<file path="src/rtl/tmr_pkg.sv">
package tmr_pkg;

    typedef enum logic [1:0] {
        CLK_DIV1   = 2'd0,
        CLK_DIV16  = 2'd1,
        CLK_DIV256 = 2'd2,
        CLK_HBLANK = 2'd3
    } clk_src_e;

    typedef enum logic [1:0] {
        GM_LEVEL     = 2'd0,
        GM_RST_START = 2'd1,
        GM_RST_END   = 2'd2,
        GM_RST_BOTH  = 2'd3
    } gate_mode_e;

    typedef enum logic [1:0] {
        REG_COUNT  = 2'd0,
        REG_MODE   = 2'd1,
        REG_TARGET = 2'd2,
        REG_HOLD   = 2'd3
    } reg_sel_e;

    typedef struct packed {
        logic       ovf_ie;
        logic       tgt_ie;
        logic       run;
        logic       zero_ret;
        gate_mode_e gmode;
        logic       gsrc_v;
        logic       gate_en;
        clk_src_e   csrc;
    } mode_t;

    localparam int MODE_W = $bits(mode_t);

    function automatic logic gate_effective(input mode_t m);
        return m.gate_en && !(!m.gsrc_v && (m.csrc == CLK_HBLANK));
    endfunction

endpackage

</file>
<file path="src/rtl/tmr_prescaler.sv">
module tmr_prescaler
    import tmr_pkg::*;
#(
    parameter int MID_LOG2  = 4,
    parameter int SLOW_LOG2 = 8
) (
    input  logic     clk,
    input  logic     rst_n,
    input  logic     en,
    input  clk_src_e src,
    output logic     tick
);
    localparam int PW = SLOW_LOG2;

    logic [PW-1:0] phase_q;
    logic [PW-1:0] mask;

    always_comb begin
        unique case (src)
            CLK_DIV1:   mask = '0;
            CLK_DIV16:  mask = PW'((1 << MID_LOG2) - 1);
            CLK_DIV256: mask = '1;
            CLK_HBLANK: mask = '0;
        endcase
    end

    assign tick = en && ((phase_q & mask) == mask);

    always_ff @(posedge clk) begin
        if (!rst_n)  phase_q <= '0;
        else if (en) phase_q <= phase_q + 1'b1;
    end
endmodule

</file>
<file path="src/rtl/tmr_gate_ctl.sv">
module tmr_gate_ctl
    import tmr_pkg::*;
(
    input  mode_t mode,
    input  logic  allow,
    input  logic  hb_start,
    input  logic  hb_end,
    input  logic  vb_start,
    input  logic  vb_end,
    output logic  g_run,
    output logic  g_stop,
    output logic  g_reset
);
    logic live, s_ev, e_ev;

    assign live = allow && gate_effective(mode);
    assign s_ev = live && (mode.gsrc_v ? vb_start : hb_start);
    assign e_ev = live && (mode.gsrc_v ? vb_end : hb_end);

    always_comb begin
        g_run   = 1'b0;
        g_stop  = 1'b0;
        g_reset = 1'b0;
        unique case (mode.gmode)
            GM_LEVEL: begin
                g_run  = s_ev;
                g_stop = e_ev;
            end
            GM_RST_START: g_reset = s_ev;
            GM_RST_END:   g_reset = e_ev;
            GM_RST_BOTH:  g_reset = s_ev | e_ev;
        endcase
    end
endmodule

</file>
<file path="src/rtl/tmr_arm_fsm.sv">
module tmr_arm_fsm (
    input  logic clk,
    input  logic rst_n,
    input  logic renew,
    input  logic spend,
    output logic armed
);
    typedef enum logic {ARM_LIVE, ARM_SPENT} arm_state_e;

    arm_state_e state_q, state_d;

    always_comb begin
        state_d = state_q;
        unique case (state_q)
            ARM_LIVE:  if (spend && !renew) state_d = ARM_SPENT;
            ARM_SPENT: if (renew)           state_d = ARM_LIVE;
        endcase
    end

    always_ff @(posedge clk) begin
        if (!rst_n) state_q <= ARM_LIVE;
        else        state_q <= state_d;
    end

    always_comb begin
        armed = (state_q == ARM_LIVE);
    end
endmodule

</file>
<file path="src/rtl/blank_gated_timer.sv">
module blank_gated_timer
    import tmr_pkg::*;
#(
    parameter int CNT_W     = 16,
    parameter int BUS_W     = 32,
    parameter int MID_LOG2  = 4,
    parameter int SLOW_LOG2 = 8,
    parameter bit HAS_HOLD  = 1'b1
) (
    input  logic             clk,
    input  logic             rst_n,
    input  logic             bus_valid,
    input  logic             bus_write,
    input  logic [1:0]       bus_addr,
    input  logic [BUS_W-1:0] bus_wdata,
    output logic [BUS_W-1:0] bus_rdata,
    input  logic             hblank_start,
    input  logic             hblank_end,
    input  logic             vblank_start,
    input  logic             vblank_end,
    output logic             irq
);
    localparam int FLAG_T_BIT = MODE_W;
    localparam int FLAG_O_BIT = MODE_W + 1;

    logic [CNT_W-1:0] cnt_q, cnt_d, tgt_q, tgt_d, hold_q, wval;
    mode_t            mode_q, mode_d, mode_w;
    logic             flag_t_q, flag_t_d, flag_o_q, flag_o_d, irq_q, irq_d;
    logic             wr, wr_cnt, wr_mode, wr_tgt, wr_hold, blk;
    logic             pre_en, pre_tick, step, armed, renew, spend;
    logic             g_run, g_stop, g_reset, run_now;
    logic [CNT_W:0]   inc, work;
    logic             unused_hi;

    assign wval      = bus_wdata[CNT_W-1:0];
    assign unused_hi = ^bus_wdata[BUS_W-1:CNT_W];
    assign mode_w    = mode_t'(bus_wdata[MODE_W-1:0]);
    assign wr        = bus_valid && bus_write;
    assign wr_cnt    = wr && (bus_addr == REG_COUNT);
    assign wr_mode   = wr && (bus_addr == REG_MODE);
    assign wr_tgt    = wr && (bus_addr == REG_TARGET);
    assign wr_hold   = wr && (bus_addr == REG_HOLD);
    assign blk       = wr_cnt || wr_mode || wr_tgt;
    assign run_now   = mode_q.run;
    assign pre_en    = mode_q.run && (mode_q.csrc != CLK_HBLANK);
    assign step      = !blk && mode_q.run &&
                       ((mode_q.csrc == CLK_HBLANK) ? hblank_start : pre_tick);
    assign inc       = {1'b0, cnt_q} + 1'b1;

    tmr_prescaler #(.MID_LOG2(MID_LOG2), .SLOW_LOG2(SLOW_LOG2)) u_pre (
        .clk(clk), .rst_n(rst_n), .en(pre_en), .src(mode_q.csrc), .tick(pre_tick)
    );

    tmr_gate_ctl u_gate (
        .mode(mode_q), .allow(!blk),
        .hb_start(hblank_start), .hb_end(hblank_end),
        .vb_start(vblank_start), .vb_end(vblank_end),
        .g_run(g_run), .g_stop(g_stop), .g_reset(g_reset)
    );

    tmr_arm_fsm u_arm (
        .clk(clk), .rst_n(rst_n), .renew(renew), .spend(spend), .armed(armed)
    );

    always_comb begin
        cnt_d    = cnt_q;
        tgt_d    = tgt_q;
        mode_d   = mode_q;
        flag_t_d = flag_t_q;
        flag_o_d = flag_o_q;
        irq_d    = 1'b0;
        renew    = 1'b0;
        spend    = 1'b0;
        work     = inc;
        if (wr_cnt) begin
            cnt_d = wval;
            if (wval > tgt_q) spend = 1'b1;
            else              renew = 1'b1;
        end else if (wr_tgt) begin
            tgt_d = wval;
            if (wval <= cnt_q) spend = 1'b1;
            else               renew = 1'b1;
        end else if (wr_mode) begin
            flag_t_d = flag_t_q && !bus_wdata[FLAG_T_BIT];
            flag_o_d = flag_o_q && !bus_wdata[FLAG_O_BIT];
            mode_d   = mode_w;
            if (gate_effective(mode_w)) begin
                mode_d.run = 1'b0;
                cnt_d      = '0;
            end
        end else if (g_reset) begin
            cnt_d      = '0;
            mode_d.run = 1'b1;
            renew      = 1'b1;
        end else begin
            if (g_stop)     mode_d.run = 1'b0;
            else if (g_run) mode_d.run = 1'b1;
            if (step) begin
                if (armed && (inc >= {1'b0, tgt_q})) begin
                    if (mode_q.tgt_ie) begin
                        flag_t_d = 1'b1;
                        irq_d    = 1'b1;
                        if (mode_q.zero_ret) work = inc - {1'b0, tgt_q};
                        else                 spend = 1'b1;
                    end else begin
                        spend = 1'b1;
                    end
                end
                if (work[CNT_W]) begin
                    renew = 1'b1;
                    if (mode_q.ovf_ie) begin
                        flag_o_d = 1'b1;
                        irq_d    = 1'b1;
                    end
                end
                cnt_d = work[CNT_W-1:0];
            end
        end
    end

    always_ff @(posedge clk) begin
        if (!rst_n) begin
            cnt_q    <= '0;
            tgt_q    <= '1;
            mode_q   <= '0;
            flag_t_q <= 1'b0;
            flag_o_q <= 1'b0;
            irq_q    <= 1'b0;
        end else begin
            cnt_q    <= cnt_d;
            tgt_q    <= tgt_d;
            mode_q   <= mode_d;
            flag_t_q <= flag_t_d;
            flag_o_q <= flag_o_d;
            irq_q    <= irq_d;
        end
    end

    generate
        if (HAS_HOLD) begin : g_hold
            always_ff @(posedge clk) begin
                if (!rst_n)       hold_q <= '0;
                else if (wr_hold) hold_q <= wval;
            end
        end else begin : g_nohold
            assign hold_q = '0;
        end
    endgenerate

    always_comb begin
        bus_rdata = '0;
        unique case (bus_addr)
            REG_COUNT:  bus_rdata[CNT_W-1:0]    = cnt_q;
            REG_MODE:   bus_rdata[FLAG_O_BIT:0] = {flag_o_q, flag_t_q, mode_q};
            REG_TARGET: bus_rdata[CNT_W-1:0]    = tgt_q;
            REG_HOLD:   bus_rdata[CNT_W-1:0]    = hold_q;
        endcase
    end

    assign irq = irq_q;
endmodule

</file>
<file path="config.mk">
export PLATFORM = sky130hd
export DESIGN_NAME = blank_gated_timer
export DESIGN_NICKNAME = d
export VERILOG_FILES = /design/src/rtl/tmr_pkg.sv /design/src/rtl/tmr_prescaler.sv /design/src/rtl/tmr_gate_ctl.sv /design/src/rtl/tmr_arm_fsm.sv /design/src/rtl/blank_gated_timer.sv
export SDC_FILE = /design/constraint.sdc
export NUM_CORES = 1
export LEC_CHECK = 0
export ABC_AREA = 0
export BUFFER_PORTS_ARGS = -buffer_cell sky130_fd_sc_hd__buf_2
export CAP_MARGIN = 20
export CORE_UTILIZATION = 53
export CTS_BUF_LIST = sky130_fd_sc_hd__clkbuf_8 sky130_fd_sc_hd__clkbuf_16
export DETAILED_ROUTE_END_ITERATION = 10
export GPL_TIMING_DRIVEN = 1
export PLACE_DENSITY = 0.82
export SLEW_MARGIN = 10
export SYNTH_ARGS = -nofsm -noshare
export SYNTH_HDL_FRONTEND = slang
export SYNTH_SLANG_ARGS = --single-unit
export TNS_END_PERCENT = 50
</file>
<file path="constraint.sdc">
create_clock -name clk -period 3.7 [get_ports clk]
set_input_delay 0.37 -clock clk [delete_from_list [all_inputs] [get_ports clk]]
set_output_delay 0.37 -clock clk [all_outputs]
set_load 0.01 [all_outputs]
</file>
==> results.sh, run 1 <==
export IMPL_outcome="complete, no violations"
export IMPL_die_h_um=102
export IMPL_first_pass_iters=6
export IMPL_cts_root_buffer="clkbuf_8"
export IMPL_final_common_cell="nand2_1"
export IMPL_setup_worst_path_class="reg -> reg"
export IMPL_synth_warnings=0
export IMPL_peakVddDrop_mv=0.162
export IMPL_cts_clk_slew_worst_paths_ns=0.08
export IMPL_drc=0
export IMPL_synthMuxAreaShare_pct=7.76
export IMPL_worstSetupEndpointType="register"
export IMPL_required_ns=3.94
export IMPL_slew_limit_headroom_pct=45.9
export IMPL_async_reset_ff_share_pct=0
export IMPL_grt_first_pass_wirelength_um=24600
export IMPL_crit_path_start_kind="register"
export IMPL_clock_sinks=70
export IMPL_max_slew_worst_pin_slew_ns=0.808
export IMPL_antenna_found_initial=1
export IMPL_final_cell_mix="nand2_1 (101), dfxtp_1 (65), a21oi_1 (54)"
export IMPL_finClkSkew_ns=0.0125
export IMPL_post_synth_top_area_cell="dfxtp_1"
export IMPL_ioPinCount=75
export IMPL_grt_usage_pct=30.6
export IMPL_yosysSeqAreaShare_pct=26.3
export IMPL_synth_top_family_by_area="compound AO/OA/AOI/OAI gates"
export IMPL_synthAdderAreaFrac_pct=12.6
export IMPL_final_setup_viol_count=0
export IMPL_holdBufCountCts=0
export IMPL_synth_top_area_share_pct=26.3
export IMPL_hpwlAfterDp_um=11400
export IMPL_synth_xor_area_share_pct=5.60
export IMPL_final_hold_viol_count=0
export IMPL_dieWidth_um=102
export IMPL_fillers=835
export IMPL_wl_per_cell_um=18.0
export IMPL_place_congestion=0.921
export IMPL_synthSimpleGateAreaFrac_pct=18.2
export IMPL_maxSlewViolCount=0
export IMPL_clk_latency_ns=0.36
export IMPL_synth_compound_area_share_pct=22.2
export IMPL_critPathMaxFanout=6
export IMPL_power_density_nw_per_um2=305
export IMPL_min_period_ns=3.63
export IMPL_overflow=0
export IMPL_layout_setup_ws_ns=0.0703
export IMPL_ant_nets=0
export IMPL_synth_cell_area_um2=5320
export IMPL_syn_avg_cell_area_um2=8.06
export IMPL_dp_slack_ns=-0.0770
export IMPL_core_um2=9730
export IMPL_ctsHtreeMaxLevel=3
export IMPL_diodes=0
export IMPL_synth_edf_count=0
export IMPL_drive_gt1_share_pct=19.4
export IMPL_io_buffers=42
export IMPL_cts_buffer_depth=2
export IMPL_drt_iter0_markers=460
export IMPL_finalCritPeriodShare_pct=98.1
export IMPL_avgViaCountPerCell=6.19
export IMPL_clock_fmax_mhz=276
export IMPL_fin_nets=815
export IMPL_wl_um=15400
export IMPL_synth_seq_cells=70
export IMPL_cts_buffers=9
export IMPL_synthFlopType="dfxtp_1"
export IMPL_area_growth_synth_to_final_pct=14.5
export IMPL_grt_max_degree=38
export IMPL_critPathArrivalTime_ns=3.87
export IMPL_vias=5310
export IMPL_hold_class="in -> reg"
export IMPL_hold_ws_ns=0.308
export IMPL_dieArea_um2=10400
export IMPL_drv_cap=0
export IMPL_synth_area_leaders="dfxtp_1 (26%), ha_1 (12%), nand2_1 (7.1%), a21oi_1 (5.2%), mux4_2 (5.1%)"
export IMPL_leakage_nw=2.61
export IMPL_synthDistinctLibCells=57
export IMPL_grt_pass1_vias=5048
export IMPL_initial_utilization_pct=54.7
export IMPL_fp_row_count=36
export IMPL_syn_inst=660
export IMPL_cts_tree="done"
-- cells by family (layout without fill, tap and decap cells) --
family,after synthesis,count (layout)
AO/OA/AOI/OAI,180,180
XOR/XNOR,34,34
adder cells (fa/ha/maj),53,53
buffers and inverters,84,134
flip-flops,70,70
multiplexers,25,25
other,1,16
AND/OR/NAND/NOR,213,213
-- final timing paths --
| path | from | endpoint | slack (ns) | depth (start not counted) |
|---|---|---|---|---|
| setup / recovery | cnt_q[0] | cnt_q[11] | 0.07 | 16 |
| hold reg to reg | hold_q[0] | hold_q[0] | 0.46 | 2 |
| setup reg to reg | cnt_q[0] | cnt_q[11] | 0.07 | 16 |
| hold / removal | bus_wdata[0] | hold_q[0] | 0.31 | 3 |
-- routing by layer --
layer  vias to the layer above  routed length, um  GRT usage [%]
li1                       2470                  -              -
met1                      2504               6340           40.2
met2                       286               7130           48.8
met3                        48               1490           7.25
met4                         2                442           11.4
met5                         -                  9              0
-- critical path, stage by stage (launching register included) --
cell and delay (ns):
dfxtp_4 0.38, ha_2 0.18, nand4_1 0.16, nor2_2 0.19, buf_4 0.15, xnor2_1 0.14
ha_1 0.29, buf_4 0.15, nand4_1 0.17, nor2_1 0.09, o41a_1 0.48, o311ai_4 0.29
buf_6 0.16, buf_4 0.11, mux2_2 0.34, a22oi_1 0.15, a21oi_1 0.09
-- power by group --
| part | switching [W] | internal [W] | total [W] |
|---|---|---|---|
| Combinational | 0.000227 | 0.000163 | 0.000391 |
| Clock | 0.000328 | 0.000333 | 0.000661 |
| Sequential | 0.0000266 | 0.000777 | 0.000804 |
-- final cells by class --
type | instances | area [um^2] | share of cell area [%]
Tap cell | 133 | 166 | 2.73
Clock inverter | 6 | 70.1 | 1.15
Clock buffer | 10 | 138 | 2.26
Timing Repair Buffer | 78 | 488 | 8.01
Sequential cell | 70 | 1410 | 23.2
Multi-Input combinational cell | 521 | 3670 | 60.2
Inverter | 40 | 150 | 2.47
-- state kept, by name, summed over array words and instances (netlist names) --
register       count
u_pre.phase_q      8
flag_t_q           1
flag_o_q           1
hold_q            16
u_arm.state_q      1
cnt_q             16
mode_q             9
tgt_q             16
irq                1
run_now            1
-- cells in the mapped netlist, types with 6 or more instances --
master / number
o211ai_1: 20
mux4_2: 12
inv_1: 39
xor2_1: 10
nor2_1: 36
mux2_2: 10
a22oi_1: 12
xnor2_1: 24
a21oi_1: 55
nor3_1: 7
ha_1: 52
nand3_1: 22
dfxtp_1: 70
nand2_1: 101
nand4_1: 14
a31oi_1: 6
buf_4: 17
o21ai_0: 33
o21a_1: 6
clkbuf_1: 21
nor2b_1: 7
a21o_1: 14
-- what timing repair did --
item                                   4_1_cts  5_1_grt
gates resized for setup                      4       18
setup endpoints to repair                    7       16
pin swaps                                    2        8
buffers inserted                             1        3
endpoints found under the hold margin        0        0
-- per-stage QoR --
step	utilization (%)	area [um^2]	power [W]	TNS, ns	std cells
after detailed placement	59.3	5770	0.00119	-0.205	838
final	62.6	6090	0.00186	0	858
after global routing	62.6	6090	0.00194	-0.316	858
after floorplan	-	5380	0.00107	0	675
after CTS	61.6	5990	0.00184	0	855
after global placement	59.3	5770	0.00117	0	838
No activity file was read; power rests on OpenSTA's default activity.
==> run 2, diff against run 1 <==
--- a/config.mk
+++ b/config.mk
@@ -5,14 +5,15 @@
 export SDC_FILE = /design/constraint.sdc
 export NUM_CORES = 1
 export LEC_CHECK = 0
-export ABC_AREA = 0
+export ABC_AREA = 1
 export BUFFER_PORTS_ARGS = -buffer_cell sky130_fd_sc_hd__buf_2
 export CAP_MARGIN = 20
 export CORE_UTILIZATION = 53
 export CTS_BUF_LIST = sky130_fd_sc_hd__clkbuf_8 sky130_fd_sc_hd__clkbuf_16
 export DETAILED_ROUTE_END_ITERATION = 10
 export GPL_TIMING_DRIVEN = 1
-export PLACE_DENSITY = 0.82
+export PLACE_DENSITY = 0.81
+export SKIP_CTS_REPAIR_TIMING = 1
 export SLEW_MARGIN = 10
 export SYNTH_ARGS = -nofsm -noshare
 export SYNTH_HDL_FRONTEND = slang
==> results.sh, run 2 <==
export IMPL_cts_buffer_depth=2
export IMPL_io_buffers=42
export IMPL_finClkSkew_ns=0.00661
export IMPL_switching_share_pct=32.3
export IMPL_p_clk_share_pct=34.7
export IMPL_final_cell_mix="nand2_1 (204), inv_1 (110), nor2_1 (85)"
export IMPL_crit_top_cell="nand2_1"
export IMPL_power_density_nw_per_um2=295
export IMPL_wl_per_cell_um=15.0
export IMPL_pwr_share_comb_pct=20.3
export IMPL_dieWidth_um=104
export IMPL_cts_clk_slew_worst_paths_ns=0.08
export IMPL_top_regs="cnt_q x16, hold_q x16, tgt_q x16"
export IMPL_avgViaCountPerCell=5.62
export IMPL_core_um2=10200
export IMPL_syn_avg_cell_area_um2=6.47
export IMPL_clk_latency_ns=0.37
export IMPL_rr_startpoint="cnt_q[1]"
export IMPL_hp_start="bus_wdata[13]"
export IMPL_p_int_w=0.00122
export IMPL_post_synth_top_area_cell="dfxtp_1"
export IMPL_leakage_nw=2.94
export IMPL_final_common_cell="nand2_1"
export IMPL_hpwlAfterDp_um=12000
export IMPL_final_hold_viol_count=0
export IMPL_crit_path_top_delay_cell="ha_1"
export IMPL_min_period_ns=3.37
export IMPL_final_cells=1039
export IMPL_clock_fmax_mhz=297
export IMPL_slew_limit_headroom_pct=51.8
export IMPL_cts_root_buffer="clkbuf_8"
export IMPL_worstSetupEndpointType="register"
export IMPL_whs_endpoint="tgt_q[13]"
export IMPL_cts_tree="done"
export IMPL_place_congestion=0.936
export IMPL_die_h_um=104
export IMPL_synth_most_common_cell="nand2_1"
export IMPL_final_setup_viol_count=0
export IMPL_ant_nets=0
export IMPL_clock_sinks=70
export IMPL_ctsHtreeMaxLevel=3
export IMPL_grt_usage_pct=29.8
export IMPL_drive_gt1_share_pct=10.1
export IMPL_power_frac_seq_pct=45.0
export IMPL_fin_total_pwr_w=0.00180
export IMPL_drv_cap=0
export IMPL_syn_inst=860
export IMPL_ioPinCount=75
export IMPL_area_growth_synth_to_final_pct=9.54
export IMPL_drt_iter0_markers=633
export IMPL_r2r_slack_ns=0.33
export IMPL_power_switching_w=0.000579
export IMPL_critPathArrivalTime_ns=3.67
export IMPL_crit_family="simple AND/OR/NAND/NOR gates"
export IMPL_crit_chain="buf_4, nand2_1, nor2_1, nand3_1, nor3_1, xor2_1, inv_1, ha_1, nand2_1, nor2_1, nand3_1, nor2_1, nand2_1, nand3_2, nand2_1, buf_4, o21ai_0, nand3_1, a21oi_1"
export IMPL_peakVddDrop_mv=0.237
export IMPL_synthTopCellsByCount="nand2_1 (205), inv_1 (110), nor2_1 (89), a21oi_1 (81), dfxtp_1 (70)"
export IMPL_outcome="complete, no violations"
export IMPL_vias=5836
export IMPL_hold_depth=3
export IMPL_finalCoreUtilization_pct=59.6
export IMPL_worst_path_buf_inv=3
export IMPL_cts_buffers=9
export IMPL_fp_row_count=37
export IMPL_grt_first_pass_wirelength_um=26200
export IMPL_critPathMaxFanout=5
export IMPL_grt_pass1_vias=5486
export IMPL_synth_cell_area_um2=5560
export IMPL_synthFlopType="dfxtp_1"
export IMPL_first_pass_iters=6
export IMPL_crit_path_start_kind="register"
export IMPL_dp_cells=1023
export IMPL_synthDistinctLibCells=42
export IMPL_max_slew_worst_pin_slew_ns=0.722
export IMPL_rr_worst_depth=19
export IMPL_synth_top_area_share_pct=25.2
export IMPL_dieArea_um2=10900
export IMPL_synth_edf_count=0
export IMPL_finalCritPeriodShare_pct=91.0
export IMPL_diodes=0
export IMPL_async_reset_ff_share_pct=0
export IMPL_required_ns=4.00
export IMPL_initial_utilization_pct=54.4
export IMPL_r2r_end="cnt_q[12]"
export IMPL_yosysSeqAreaShare_pct=25.2
export IMPL_setup_worst_path_class="reg -> reg"
export IMPL_grt_max_degree=35
export IMPL_wl_um=15600
export IMPL_synth_seq_cells=70
export IMPL_synth_warnings=0
export IMPL_hold_class="in -> reg"
export IMPL_synth_area_leaders="dfxtp_1 (25%), nand2_1 (14%), ha_1 (12%), inv_1 (7.4%), a21oi_1 (7.3%)"
export IMPL_overflow=0
export IMPL_fin_nets=993
export IMPL_antenna_found_initial=0
export IMPL_drc=0
export IMPL_maxSlewViolCount=0
export IMPL_cp_slowest_stage_delay_ns=0.36
run 2: cell count changes in the layout (fill, tap and decap cells not counted), moves of 17 or more:
cell,delta
inv_1,+71
o21ai_0,+20
xnor2_1,-17
a21oi_1,+27
buf_4,-25
nand3_1,+24
nor2_1,+51
nand2_1,+103
run 2: cell type report:
class                           instances  area, um^2
Clock inverter                          7        65.1
Timing Repair Buffer                   51         278
Clock buffer                            9         124
Tap cell                              136         170
Inverter                              114         430
Sequential cell                        70        1400
Multi-Input combinational cell        652        3620
Fill cell                             965        4140
run 2: metal layers:
layer	track usage (%)	vias up	share of wire, %
li1	-	2890	-
met1	39.1	2665	45
met2	48.2	254	45
met3	5.20	27	8.4
met4	12.1	0	2.0
met5	0	-	0
run 2: power groups by stage:
stage	registers [W]	clock network, W	logic [W]
2_1_floorplan	0.000817	0	0.000257
3_3_place_gp	0.000824	0	0.000346
3_5_place_dp	0.000824	0	0.000353
4_1_cts	0.000807	0.000617	0.000355
5_1_grt	0.000813	0.000646	0.000410
6_report	0.000809	0.000622	0.000364
run 2: worst register-to-register path: stages (launching register included):
cell and delay [ns]:
dfxtp_1 0.34, buf_4 0.13, nand2_1 0.07, nor2_1 0.20, nand3_1 0.21, nor3_1 0.23
xor2_1 0.25, inv_1 0.07, ha_1 0.36, nand2_1 0.11, nor2_1 0.16, nand3_1 0.11
nor2_1 0.11, nand2_1 0.06, nand3_2 0.16, nand2_1 0.15, buf_4 0.19, o21ai_0 0.14
nand3_1 0.10, a21oi_1 0.14
run 2: worst max-delay path by stage:
| stage | start | to | cells past startpoint |
|---|---|---|---|
| global route | cnt_q[1] | cnt_q[12] | 21 |
| global placement | cnt_q[0] | cnt_q[10] | 23 |
| finish | cnt_q[1] | cnt_q[12] | 19 |
| CTS | cnt_q[0] | cnt_q[7] | 23 |
| detailed placement | cnt_q[0] | cnt_q[10] | 23 |
| floorplan | cnt_q[0] | cnt_q[5] | 24 |
run 2: stage by stage:
| step | hold slack, ns | TNS [ns] | area [um^2] | worst slack, ns |
|---|---|---|---|---|
| global placement | 0.455 | 0 | 5840 | 0.280 |
| floorplan | 0.439 | 0 | 5620 | 0.763 |
| finish | 0.317 | 0 | 6090 | 0.334 |
| global route | 0.339 | -0.0148 | 6090 | -0.0148 |
| CTS | 0.303 | 0 | 6030 | 0.209 |
| detailed placement | 0.456 | 0 | 5840 | 0.238 |
run 2: cell families (layout without fill, tap and decap cells):
kind of cell	count (synthesis)	in the layout	synth area share, %
compound gates	194	194	20.4
xor+xnor	23	23	3.62
fa+ha+maj	53	53	12.1
buf+inv	153	181	11.8
flops	70	70	25.2
other cells	1	16	0.0674
simple gates	366	366	26.9
